==> src/rtl/fwd_pkg.sv <==
package fwd_pkg;
  localparam int NUM_PIPES  = 3;
  localparam int PIPE_DEPTH = 3;
  localparam int NUM_STG    = NUM_PIPES * PIPE_DEPTH;
  localparam int MASK_W     = 7;
  localparam int NUM_OPND   = 2;

  typedef struct packed {
    logic hit;  // valid producer of this tag
    logic fwd;  // hit that can be delivered this cycle
  } match_t;

  function automatic int stg_idx(int pipe, int depth);
    return pipe * PIPE_DEPTH + depth;
  endfunction

  // mask bit of a stage, -1 when the stage has no bypass path
  function automatic int mask_bit(int pipe, int depth);
    if (pipe != 0 && depth == 0) return -1;
    return 2 * pipe + depth;
  endfunction
endpackage

==> src/rtl/fwd_stage_match.sv <==
module fwd_stage_match
  import fwd_pkg::*;
#(
  parameter int TAG_W          = 5,
  parameter bit ZERO_REG_FIXED = 1'b0
) (
  input  logic [TAG_W-1:0] opnd_tag_i,
  input  logic             path_en_i,
  input  logic             vld_i,
  input  logic             rdy_i,
  input  logic [TAG_W-1:0] tag_i,
  output match_t           res_o
);
  logic zero_skip;
  assign zero_skip = ZERO_REG_FIXED && (opnd_tag_i == '0);
  assign res_o.hit = vld_i && (tag_i == opnd_tag_i) && !zero_skip;
  assign res_o.fwd = res_o.hit && rdy_i && path_en_i;
endmodule

==> src/rtl/fwd_operand_sel.sv <==
module fwd_operand_sel
  import fwd_pkg::*;
#(
  parameter int TAG_W          = 5,
  parameter int DATA_W         = 32,
  parameter bit ZERO_REG_FIXED = 1'b0
) (
  input  logic                      use_i,
  input  logic [TAG_W-1:0]          tag_i,
  input  logic [MASK_W-1:0]         mask_i,
  input  logic [DATA_W-1:0]         rf_data_i,
  input  logic [NUM_STG-1:0]        stg_vld_i,
  input  logic [NUM_STG-1:0]        stg_rdy_i,
  input  logic [NUM_STG*TAG_W-1:0]  stg_tag_i,
  input  logic [NUM_STG*DATA_W-1:0] stg_data_i,
  output logic [DATA_W-1:0]         data_o,
  output logic                      hazard_o
);
  match_t             res [NUM_STG];
  logic [NUM_STG-1:0] path_en;

  for (genvar p = 0; p < NUM_PIPES; p++) begin : g_pipe
    for (genvar d = 0; d < PIPE_DEPTH; d++) begin : g_dep
      localparam int S  = stg_idx(p, d);
      localparam int MB = mask_bit(p, d);
      if (MB >= 0) begin : g_path
        assign path_en[S] = mask_i[MB];
      end else begin : g_nopath
        assign path_en[S] = 1'b0;
      end
      fwd_stage_match #(
        .TAG_W          (TAG_W),
        .ZERO_REG_FIXED (ZERO_REG_FIXED)
      ) u_match (
        .opnd_tag_i (tag_i),
        .path_en_i  (path_en[S]),
        .vld_i      (stg_vld_i[S]),
        .rdy_i      (stg_rdy_i[S]),
        .tag_i      (stg_tag_i[S*TAG_W +: TAG_W]),
        .res_o      (res[S])
      );
    end
  end

  // youngest first: scan by depth, then pipe
  logic              found;
  logic              sel_fwd;
  logic [DATA_W-1:0] sel_data;
  always_comb begin
    found    = 1'b0;
    sel_fwd  = 1'b0;
    sel_data = rf_data_i;
    for (int d = 0; d < PIPE_DEPTH; d++) begin
      for (int p = 0; p < NUM_PIPES; p++) begin
        if (!found && res[p*PIPE_DEPTH+d].hit) begin
          found    = 1'b1;
          sel_fwd  = res[p*PIPE_DEPTH+d].fwd;
          sel_data = stg_data_i[(p*PIPE_DEPTH+d)*DATA_W +: DATA_W];
        end
      end
    end
  end

  assign data_o   = sel_data;
  assign hazard_o = use_i && found && !sel_fwd;
endmodule

==> src/rtl/fwd_ex_reg.sv <==
module fwd_ex_reg #(
  parameter int DATA_W = 32,
  parameter int N_OPND = 2
) (
  input  logic                     clk_i,
  input  logic                     rst_ni,
  input  logic                     load_i,
  input  logic [N_OPND*DATA_W-1:0] opnd_i,
  output logic                     vld_o,
  output logic [N_OPND*DATA_W-1:0] opnd_o
);
  always_ff @(posedge clk_i or negedge rst_ni) begin
    if (!rst_ni) begin
      vld_o  <= 1'b0;
      opnd_o <= '0;
    end else begin
      vld_o <= load_i;  // bubble when not loaded
      if (load_i) opnd_o <= opnd_i;
    end
  end
endmodule

==> src/rtl/opnd_fwd_unit.sv <==
module opnd_fwd_unit
  import fwd_pkg::*;
#(
  parameter int TAG_W          = 5,
  parameter int DATA_W         = 32,
  parameter bit ZERO_REG_FIXED = 1'b0
) (
  input  logic                      clk_i,
  input  logic                      rst_ni,
  input  logic [MASK_W-1:0]         cfg_mask_a_i,
  input  logic [MASK_W-1:0]         cfg_mask_b_i,
  input  logic [NUM_OPND-1:0]       src_use_i,
  input  logic [TAG_W-1:0]          src_tag_a_i,
  input  logic [TAG_W-1:0]          src_tag_b_i,
  input  logic [DATA_W-1:0]         rf_data_a_i,
  input  logic [DATA_W-1:0]         rf_data_b_i,
  input  logic                      issue_vld_i,
  input  logic                      pipe_busy_i,
  input  logic [NUM_STG-1:0]        stg_vld_i,
  input  logic [NUM_STG-1:0]        stg_rdy_i,
  input  logic [NUM_STG*TAG_W-1:0]  stg_tag_i,
  input  logic [NUM_STG*DATA_W-1:0] stg_data_i,
  output logic                      stall_o,
  output logic                      ex_vld_o,
  output logic [DATA_W-1:0]         ex_opnd_a_o,
  output logic [DATA_W-1:0]         ex_opnd_b_o
);
  logic [NUM_OPND-1:0][MASK_W-1:0] mask_v;
  logic [NUM_OPND-1:0][TAG_W-1:0]  tag_v;
  logic [NUM_OPND-1:0][DATA_W-1:0] rf_v;
  logic [NUM_OPND-1:0][DATA_W-1:0] sel_v;
  logic [NUM_OPND-1:0]             haz_v;
  logic [NUM_OPND*DATA_W-1:0]      ex_q;
  logic                            load;

  assign mask_v = {cfg_mask_b_i, cfg_mask_a_i};
  assign tag_v  = {src_tag_b_i, src_tag_a_i};
  assign rf_v   = {rf_data_b_i, rf_data_a_i};

  for (genvar o = 0; o < NUM_OPND; o++) begin : g_opnd
    fwd_operand_sel #(
      .TAG_W          (TAG_W),
      .DATA_W         (DATA_W),
      .ZERO_REG_FIXED (ZERO_REG_FIXED)
    ) u_sel (
      .use_i      (src_use_i[o]),
      .tag_i      (tag_v[o]),
      .mask_i     (mask_v[o]),
      .rf_data_i  (rf_v[o]),
      .stg_vld_i  (stg_vld_i),
      .stg_rdy_i  (stg_rdy_i),
      .stg_tag_i  (stg_tag_i),
      .stg_data_i (stg_data_i),
      .data_o     (sel_v[o]),
      .hazard_o   (haz_v[o])
    );
  end

  assign stall_o = issue_vld_i && ((|haz_v) || pipe_busy_i);
  assign load    = issue_vld_i && !stall_o;

  fwd_ex_reg #(
    .DATA_W (DATA_W),
    .N_OPND (NUM_OPND)
  ) u_ex (
    .clk_i  (clk_i),
    .rst_ni (rst_ni),
    .load_i (load),
    .opnd_i (sel_v),
    .vld_o  (ex_vld_o),
    .opnd_o (ex_q)
  );

  assign ex_opnd_a_o = ex_q[DATA_W-1:0];
  assign ex_opnd_b_o = ex_q[2*DATA_W-1:DATA_W];
endmodule

==> config.mk <==
export PLATFORM = sky130hd
export DESIGN_NAME = opnd_fwd_unit
export DESIGN_NICKNAME = d
export VERILOG_FILES = /design/src/rtl/fwd_pkg.sv /design/src/rtl/fwd_stage_match.sv /design/src/rtl/fwd_operand_sel.sv /design/src/rtl/fwd_ex_reg.sv /design/src/rtl/opnd_fwd_unit.sv
export SDC_FILE = /design/constraint.sdc
export NUM_CORES = 1
export LEC_CHECK = 0
export ABC_CLOCK_PERIOD_IN_PS = 2900
export BUFFER_PORTS_ARGS = -buffer_cell sky130_fd_sc_hd__buf_2
export CORE_AREA = 2 2 197 199
export DETAILED_ROUTE_END_ITERATION = 12
export DIE_AREA = 0 0 199 201
export HOLD_SLACK_MARGIN = 0.06
export SYNTH_ARGS = -nofsm -noshare
export SYNTH_HDL_FRONTEND = slang
export SYNTH_SLANG_ARGS = --single-unit
==> constraint.sdc <==
create_clock -name clk_i -period 2.9 [get_ports clk_i]
set_input_delay 0.435 -clock clk_i [delete_from_list [all_inputs] [get_ports clk_i]]
set_output_delay 0.435 -clock clk_i [all_outputs]
set_load 0.01 [all_outputs]
==> results of run 1 <==
==> sequential cells by signal, indices dropped and copies added (netlist names) <==
signal / flops
u_ex.vld_o: 1
u_ex.opnd_o: 64
==> cell families after synthesis <==
| logic type | synth area share, % |
|---|---|
| AO/OA/AOI/OAI | 39.38 |
| AND/OR/NAND/NOR | 23.99 |
| buffers and inverters | 7.146 |
| XOR/XNOR | 8.784 |
| flip-flops | 17.46 |
| multiplexers | 3.237 |
==> power by group through the flow <==
stage	Combinational [mW]	Clock (mW)	Sequential [mW]
finish	2.49	1.23	1.29
detailed placement	2.33	0	1.31
global placement	2.33	0	1.30
global route	2.65	1.26	1.32
floorplan	0.905	0	1.37
CTS	2.37	1.23	1.29
==> layer usage <==
layer / vias to the layer above / part of all wire (%) / GRT usage, %
met5: - / 0.15 / 0
met4: 14 / 2.6 / 8.156
met3: 108 / 8.8 / 5.914
met2: 804 / 43 / 46.59
met1: 6768 / 45 / 44.15
li1: 6448 / - / -
==> synthesized netlist by cell type, drive strengths merged, types with 14 or more instances <==
cell / count / share of area [%]
o22a: 16 / 1.5
a22o: 15 / 1.4
xnor2: 41 / 3.9
a221o: 21 / 2.3
a211oi: 15 / 1.3
nand2: 197 / 8.0
and2: 14 / 0.99
o21ai: 110 / 5.9
clkbuf: 83 / 3.3
dfrtp: 65 / 17
o22ai: 28 / 1.9
buf: 49 / 3.3
and3: 25 / 1.7
a21oi: 110 / 6.0
a222oi: 17 / 1.8
a21o: 17 / 1.4
o211ai: 22 / 1.8
mux2: 17 / 2.1
nand3: 20 / 1.1
nor3: 32 / 1.8
or3: 16 / 1.1
a31oi: 50 / 3.4
nor4: 14 / 1.5
o31ai: 18 / 1.5
o221ai: 34 / 3.2
xor2: 49 / 4.9
nor2: 127 / 5.1
==> through the flow <==
| step | hold WS, ns | setup TNS, ns | setup WS, ns |
|---|---|---|---|
| after detailed placement | 0.4698 | -16.97 | -0.3776 |
| after floorplan | 0.1394 | 0 | 0.1562 |
| after global placement | 0.4577 | -17.69 | -0.4305 |
| final | 0.2841 | -0.09253 | -0.09253 |
| after CTS | 0.3412 | -0.05424 | -0.05424 |
| after global routing | 0.3772 | -0.2887 | -0.1789 |
==> layout make-up <==
class                   count  area (µm²)  area share, %
multi-input cells        1138        7390          48.01
repair buffers            790        5285          34.34
flip-flops and latches     65        1627          10.57
well taps                 518       648.1          4.211
clock buffers               9       225.2          1.463
clock inverters             7       101.3         0.6585
diodes                     26       65.06         0.4227
inverters                  12       50.05         0.3252
==> path summary, 6_finish.rpt <==
path | slack [ns] | endpoint | start
hold / removal | 0.28 | u_ex.opnd_o[16] | rst_ni
setup / recovery | -0.09 | stall_o | src_tag_a_i[0]
min in group clk_i | 0.37 | u_ex.opnd_o[12] | stg_data_i[268]
max in group asynchronous | 1.97 | u_ex.opnd_o[7] | rst_ni
setup reg to reg | 2.17 | u_ex.opnd_o[26] | u_ex.opnd_o[26]
hold reg to reg | 0.48 | u_ex.opnd_o[14] | u_ex.opnd_o[14]
==> repair_timing <==
item                                   in CTS  in global routing
setup endpoints to repair                   5                 64
hold buffers                                0                  0
endpoints found under the hold margin       0                  0
buffers inserted                            9                 17
gates cloned                                0                  5
resized for setup                          24                 76
pin swaps                                   9                 46
==> cell usage in the layout (no fill, tap or decap), types with 8 or more instances in the layout <==
master     netlist  routed
a211o_1         13      13
a211oi_1        14      14
a21o_1          17      17
a21oi_1        109     100
a21oi_2          1       9
a221o_1         21      21
a222oi_1        17      17
a22o_1          15      15
a2bb2oi_1       12      12
a31oi_1         50      49
and2_1          12       9
and3_1          25      22
buf_12           0      37
buf_2           31     503
buf_4            9     231
buf_6            7      12
clkbuf_16        0      13
dfrtp_1         65      65
diode_2          0      26
inv_1           11      11
mux2_2          17      16
mux2i_1         11       8
nand2_1        196     196
nand3_1         20      19
nand4_1         13      13
nor2_1         127     124
nor3_1          30      27
o211ai_1        21      21
o21a_1           8       8
o21ai_0        101      95
o21ai_1          9      13
o221ai_1        34      30
o22a_1          16      16
o22ai_1         28      27
o31ai_1         18      16
or3_1           16      16
xnor2_1         41      41
xor2_1          45      38
xor2_2           4      10
==> flow_summary.yaml, run 1 <==
layout:
  num-fill-cells: 4058
  area_growth_pct: 65.22
  postLayoutCellArea_mm2: 0.01539
  final_util_pct: 40.39
  drive_above_1_share_pct: 44.78
  instances_no_fill: 2565
  nets: 2461
run_status:
  failed_checks: "negative setup slack"
  status: "finished, violations left"
synth:
  ys_types: 62
  syn-cell-area_mm2: 0.009315
  yosys_warnings: 0
  syn-instance-count: 1347
  ys.flop_type: "dfrtp_1"
  synth.avg_cell_area_um2: 6.916
  seq_area_frac_synth_pct: 17.46
  ys_ff_latch: 65
  synth_nets: 1792
  ys_async_sr_fraction_pct: 100.0
  synth_edf_count: 0
placed_design:
  portBuffers: 508
  dpl_cell_area_mm2: 0.01425
  placed_cells: 2494
  hpwl_mm: 54.37
  gp_congestion: 0.9980
sta:
  max_freq_ghz: 0.3342
  max_slew.worst_pin.slew_ns: 0.9185
  skew_ns: 0
  finalHoldViolCount: 0
  setup_viol: 1
  final.period_utilization_pct: 103.2
  slew_viol_final: 0
  rsz0062_at_grt: "true"
  final.min_clock_period_ns: 2.993
  worst_slack_ns: -0.09253
  maxSlewHeadroom_pct: 38.77
drt:
  vias: 14140
  firstDrtPassIters: 6
  drt_iter0_drc: 1575
  routedWlPerCell_um: 25.27
  post-route-drc-count: 0
  ant_nets: 0
  postRouteWirelength_mm: 64.82
  via_per_inst: 5.513
setup_path:
  path_max_fanout: 6
  crit_family: "compound AO/OA/AOI/OAI gates"
  criticalPathCategory: "in -> out"
  worst-path-buf-inv: 6
  reg2reg_depth: 1
  worstPathArrival_ns: 2.56
  critPathMostFrequentCell: "buf_4"
  cpPeakStageDelay_ns: 0.32
  cp-end-kind: "output port"
  crit_cells: 14
  worstSetupStartpointType: "input port"
  cp_cell_sequence: "buf_4 -> buf_12 -> buf_4 -> xor2_2 -> nor4_2 -> and3_1 -> buf_4 -> a311o_1 -> a211o_1 -> o211ai_2 -> buf_4 -> nand2_1 -> o21a_1 -> buf_2"
  cp_slowest_cell: "a211o_1"
  critPathRequiredTime_ns: 2.47
floorplanning:
  die_x_um: 199
  rows: 72
  ios: 511
  die_h_um: 201
  start_util_pct: 24.45
  die_area_mm2: 0.04000
  core-area_mm2: 0.03811
global_route:
  grtUsageTotal_pct: 30.72
  antenna_found_initial: 31
  grt_pass1_wl_mm: 90.80
  grt_max_degree: 66
  overflow: 0
  grt_pass1_vias: 13510
clocking:
  cts_buffers: 9
  clock_sinks: 65
  tritoncts: "yes"
  clk_latency_ns: 0.33
  cts-htree-levels: 3
  root_buffer: "clkbuf_16"
  clockBufferDepth: 2
  clk_pin_slew_ns: 0.06
pwr:
  pwr-share-seq_pct: 25.8
  power_mw: 5.013
  p_per_area_mw_per_mm2: 325.7
  p_leak_nw: 6.994
  internal_power_mw: 3.048
  p_sw_mw: 1.965
  vdd_ir_drop_max_mv: 0.3251
  combPwrFrac_pct: 49.7
  swShare_pct: 39.20
  clkPwrFrac_pct: 24.5
worst_hold_path:
  hold_path.class: "in -> async"
run:
  maxCapViolations: 0
(Power assumes the default switching activity.)
==> run 2, diff against run 1 <==
--- a/config.mk
+++ b/config.mk
@@ -11,6 +11,7 @@
 export DETAILED_ROUTE_END_ITERATION = 12
 export DIE_AREA = 0 0 199 201
 export HOLD_SLACK_MARGIN = 0.06
+export PLACE_DENSITY_LB_ADDON = 0.12
 export SYNTH_ARGS = -nofsm -noshare
 export SYNTH_HDL_FRONTEND = slang
 export SYNTH_SLANG_ARGS = --single-unit
==> run 2 against run 1 <==
Effect of this change:
- the flow now finishes without violations
- critical path type unchanged
- largest cell class unchanged
- die area unchanged
- flip-flop and latch count unchanged
- register-to-register slack worse by 0.03 ns
- design area down 0.76%
==> flow_summary.yaml, run 2 (synthesis gave the netlist of run 1 again) <==
run_status:
  status: "finished clean"
pwr:
  p_leak_nw: 6.976
  p_per_area_mw_per_mm2: 321.5
  clkPwrFrac_pct: 24.3
  pwr-share-seq_pct: 26.1
  internal_power_mw: 3.026
  vdd_ir_drop_max_mv: 0.2954
  combPwrFrac_pct: 49.6
  p_sw_mw: 1.885
  swShare_pct: 38.38
layout:
  area_growth_pct: 63.98
  num-fill-cells: 4099
  largest-register: "u_ex.opnd_o"
  top_regs: "u_ex.opnd_o x64, u_ex.vld_o x1"
  nets: 2466
  instances_no_fill: 2561
  final_util_pct: 40.08
  largest_reg_flops: 64
  layout_commonest_cell: "buf_2"
  drive_above_1_share_pct: 45.36
  postLayoutCellArea_mm2: 0.01527
  mostFrequentLayoutCells: "buf_2, buf_4, nand2_1"
  seq_area_mm2: 0.001627
  multi_input_comb_area_mm2: 0.007427
drt:
  routed-wl-met3_mm: 4.777
  firstDrtPassIters: 6
  highest_layer: "met5"
  postRouteWirelength_mm: 62.20
  ant_nets: 0
  wl_met1_mm: 28.49
  vias: 13690
  routed-wl-met2_mm: 27.93
  via_per_inst: 5.344
  drt_iter0_drc: 1284
  routedWlPerCell_um: 24.29
  post-route-drc-count: 0
placed_design:
  placed_cells: 2509
  gp_congestion: 0.9471
  hpwl_mm: 52.95
  dpl_cell_area_mm2: 0.01430
  portBuffers: 508
sta:
  finalHoldViolCount: 0
  setup_viol: 0
  slew_viol_final: 0
  final.period_utilization_pct: 98.82
  max_freq_ghz: 0.3489
  final.min_clock_period_ns: 2.866
  skew_ns: 0
  maxSlewHeadroom_pct: 62.22
  rsz0062_at_grt: "true"
  max_slew.worst_pin.slew_ns: 0.5646
clocking:
  cts-htree-levels: 3
  tritoncts: "yes"
  clk_pin_slew_ns: 0.06
  root_buffer: "clkbuf_16"
  cts_buffers: 9
  clock_sinks: 65
  clk_latency_ns: 0.33
  clockBufferDepth: 2
global_route:
  overflow: 0
  antenna_found_initial: 19
  grt_pass1_wl_mm: 87.84
  grtUsageTotal_pct: 29.71
  grt_max_degree: 44
  grt_pass1_vias: 13210
worst_hold_path:
  worstHoldPathCells: 3
  hold_path.class: "in -> reg"
floorplanning:
  die_area_mm2: 0.04000
  start_util_pct: 24.45
  core-area_mm2: 0.03811
  die_h_um: 201
  die_x_um: 199
  rows: 72
  ios: 511
run:
  maxCapViolations: 0
setup_path:
  criticalPathCategory: "in -> out"
  critPathRequiredTime_ns: 2.47
  crit_cells: 13
  crit_family: "compound AO/OA/AOI/OAI gates"
  worstSetupStartpointType: "input port"
  cpPeakStageDelay_ns: 0.35
  worst-path-buf-inv: 5
  reg2reg_depth: 1
  cp_slowest_cell: "a311o_1"
  path_max_fanout: 4
  worstPathArrival_ns: 2.43
  cp-end-kind: "output port"
  cp_cell_sequence: "buf_12 -> buf_8 -> buf_6 -> buf_4 -> xor2_1 -> nor4_1 -> and3_1 -> a311o_1 -> a211o_1 -> o211ai_2 -> nand2_1 -> o21a_1 -> buf_2"
## run 2: cell count changes in the layout (fill, tap and decap cells not counted), moves of 6 or more
| cell | before | now |
|---|---|---|
| diode_2 | 26 | 17 |
| buf_4 | 231 | 246 |
| o221ai_2 | 4 | 11 |
| o221ai_1 | 30 | 23 |
| buf_12 | 37 | 30 |
| nor3_1 | 27 | 21 |
| nor3_2 | 4 | 10 |
## run 2: layout make-up
| class | instances | area share, % |
|---|---|---|
| Timing Repair Buffer | 795 | 33.77 |
| Multi-Input combinational cell | 1138 | 48.62 |
| Antenna cell | 17 | 0.2785 |
| Clock buffer | 9 | 1.474 |
| Tap cell | 518 | 4.243 |
| Clock inverter | 7 | 0.6635 |
| Sequential cell | 65 | 10.65 |
| Inverter | 12 | 0.2949 |
## run 2: path summary, 6_finish.rpt
path,startpoint,end,slack [ns]
max,src_tag_a_i[3],stall_o,0.03
min,stg_data_i[282],u_ex.opnd_o[58],0.36
max reg2reg,u_ex.opnd_o[10],u_ex.opnd_o[10],2.14
min reg2reg,u_ex.opnd_o[5],u_ex.opnd_o[5],0.48
max in group asynchronous,rst_ni,u_ex.opnd_o[23],1.70
min in group asynchronous,rst_ni,u_ex.opnd_o[28],0.44
## run 2: per-layer routing
metal | global-route usage (%) | up-vias
li1 | - | 6434
met3 | 3.881 | 55
met2 | 46.17 | 670
met4 | 5.890 | 8
met5 | 0 | -
met1 | 43.68 | 6519
## run 2: timing repair
item,CTS,global route
setup endpoints to repair,7,48
buffers inserted,4,13
resized for setup,19,82
pin swaps,5,47
cloned,0,2
hold buffers,1,0
hold endpoints to repair,4,0
## run 2: power by group through the flow
stage / registers, mW / logic (mW) / clock network [mW]
finish: 1.28 / 2.44 / 1.19
global route: 1.31 / 2.63 / 1.26
CTS: 1.28 / 2.35 / 1.21
detailed placement: 1.30 / 2.32 / 0
global placement: 1.30 / 2.32 / 0
floorplan: 1.37 / 0.905 / 0
## run 2: stage by stage
stage                     hold WS (ns)  power (mW)  TNS (ns)  setup WS [ns]
after floorplan                 0.1394       2.278         0         0.1562
after global placement          0.2587       3.612    -14.59        -0.4925
after detailed placement        0.2586       3.624    -15.46        -0.4915
after CTS                       0.3490       4.846         0       0.001240
after global routing            0.3562       5.193   -0.1809       -0.07228
final                           0.3616       4.911         0        0.03422
## run 2: worst min-delay path: cells and delay by family
kind,cells,cell delay [ns]
buf+inv,1,0.10
compound gates,1,0.07
simple gates,1,0.05
==> run 3, diff against run 2 <==
--- a/config.mk
+++ b/config.mk
@@ -7,6 +7,8 @@
 export LEC_CHECK = 0
 export ABC_CLOCK_PERIOD_IN_PS = 2900
 export BUFFER_PORTS_ARGS = -buffer_cell sky130_fd_sc_hd__buf_2
+export CELL_PAD_IN_SITES_DETAIL_PLACEMENT = 0
+export CELL_PAD_IN_SITES_GLOBAL_PLACEMENT = 1
 export CORE_AREA = 2 2 197 199
 export DETAILED_ROUTE_END_ITERATION = 12
 export DIE_AREA = 0 0 199 201
==> run 3 against run 2 <==
Effect of this change:
- final cell count fell by 0.66%
- flip-flop and latch count did not move
- utilization fell by 0.42 points
- highest routed layer unchanged
- worst setup slack got worse by 0.0013 ns
==> flow_summary.yaml, run 3 (synthesis gave the netlist of run 1 again) <==
run:
  maxCapViolations: 0
layout:
  seq_area_mm2: 0.001627
  drive_above_1_share_pct: 43.97
  top_regs: "u_ex.opnd_o x64, u_ex.vld_o x1"
  largest_reg_flops: 64
  largest-register: "u_ex.opnd_o"
  final_util_pct: 39.66
  area_growth_pct: 62.24
  nets: 2438
  num-fill-cells: 4104
  multi_input_comb_area_mm2: 0.007393
  layout_commonest_cell: "buf_2"
  mostFrequentLayoutCells: "buf_2, buf_4, nand2_1"
drt:
  firstDrtPassIters: 6
  via_per_inst: 5.329
  post-route-drc-count: 0
  vias: 13560
  postRouteWirelength_mm: 62.76
  routedWlPerCell_um: 24.67
  drt_iter0_drc: 1061
  ant_nets: 0
floorplanning:
  start_util_pct: 24.45
  core-area_mm2: 0.03811
  rows: 72
  die_area_mm2: 0.04000
  die_x_um: 199
  die_h_um: 201
  ios: 511
sta:
  final.min_clock_period_ns: 2.867
  worst_slack_ns: 0.03293
  final.period_utilization_pct: 98.86
  max_freq_ghz: 0.3488
  slew_viol_final: 0
  maxSlewHeadroom_pct: 54.50
  rsz0062_at_grt: "true"
  setup_viol: 0
  skew_ns: 0
  finalHoldViolCount: 0
  max_slew.worst_pin.slew_ns: 0.6825
pwr:
  p_leak_nw: 6.858
  pwr-share-seq_pct: 26.7
  combPwrFrac_pct: 50.7
  p_sw_mw: 1.839
  p_per_area_mw_per_mm2: 318.3
  swShare_pct: 38.22
  clkPwrFrac_pct: 22.7
  internal_power_mw: 2.972
  vdd_ir_drop_max_mv: 0.2877
clocking:
  clk_pin_slew_ns: 0.06
  clk_latency_ns: 0.33
  clockBufferDepth: 2
  root_buffer: "clkbuf_16"
  clock_sinks: 65
  cts-htree-levels: 3
  cts_buffers: 9
  tritoncts: "yes"
placed_design:
  dp_slack_ns: -0.4319
  portBuffers: 508
  gp_congestion: 0.9389
  hpwl_mm: 53.17
global_route:
  grt_pass1_vias: 13190
  overflow: 0
  grt_max_degree: 35
  grtUsageTotal_pct: 30.17
  antenna_found_initial: 36
  grt_pass1_wl_mm: 88.89
setup_path:
  path_max_fanout: 5
  critPathRequiredTime_ns: 2.47
  criticalPathCategory: "in -> out"
  worstSetupStartpointType: "input port"
  cp-end-kind: "output port"
  worstPathArrival_ns: 2.43
worst_hold_path:
  hold_path.class: "in -> async"
run_status:
  status: "finished clean"
==> run 3: through the flow <==
stage	power, mW	std cells	TNS [ns]	hold WS [ns]	area (µm²)
4_1_cts	4.750	2506	-0.05843	0.1626	14640
3_3_place_gp	3.625	2485	-16.25	0.4702	14220
2_1_floorplan	2.278	1347	0	0.1394	9315
5_1_grt	5.085	2539	-0.4627	0.1860	15100
3_5_place_dp	3.631	2485	-15.98	0.4717	14220
6_report	4.811	2544	0	0.1452	15110
==> run 3: area by class of cell <==
type	count	share of cell area, %
multi-input cells	1138	48.92
diodes	29	0.4802
repair buffers	767	33.29
flip-flops and latches	65	10.76
clock inverters	3	0.2649
well taps	518	4.288
clock buffers	12	1.697
inverters	12	0.2980
==> run 3: critical path: stages <==
cell	delay [ns]
clkbuf_4	0.17
buf_6	0.16
xor2_1	0.15
nor4_2	0.30
nand3_1	0.15
a311o_1	0.33
a211o_1	0.27
o211ai_2	0.08
nand2_1	0.08
o21a_1	0.17
buf_2	0.13
==> run 3: per-layer routing <==
layer / GRT usage [%] / wire length (µm)
met3: 4.940 / 4499
met2: 46.32 / 27920
met1: 43.32 / 28930
met4: 8.262 / 1274
met5: 0 / 131
==> run 3: worst paths after layout <==
kind                            depth (start not counted)            start               to  slack [ns]
max in group asynchronous                               2           rst_ni  u_ex.opnd_o[29]        2.02
min in group clk_i                                      3  stg_data_i[268]  u_ex.opnd_o[12]        0.36
worst min register to register                          2   u_ex.opnd_o[5]   u_ex.opnd_o[5]        0.49
worst max-delay path                                   11   src_tag_a_i[4]          stall_o        0.03
worst min-delay path                                    1           rst_ni  u_ex.opnd_o[60]        0.15
worst max register to register                          1  u_ex.opnd_o[13]  u_ex.opnd_o[13]        2.17
==> run 3: power groups by stage <==
stage               Combinational (mW)  Clock (mW)  Sequential [mW]
floorplan                        0.905           0             1.37
CTS                               2.35        1.11             1.28
global route                      2.63        1.15             1.31
finish                            2.44        1.09             1.28
detailed placement                2.33           0             1.30
global placement                  2.33           0             1.30
==> run 3: timing repair <==
| action | CTS | global route |
|---|---|---|
| hold buffers | 0 | 0 |
| pin swaps | 12 | 35 |
| gates cloned | 1 | 1 |
| buffers inserted | 5 | 9 |
| gates resized for setup | 18 | 61 |
| endpoints found under the setup margin | 9 | 47 |
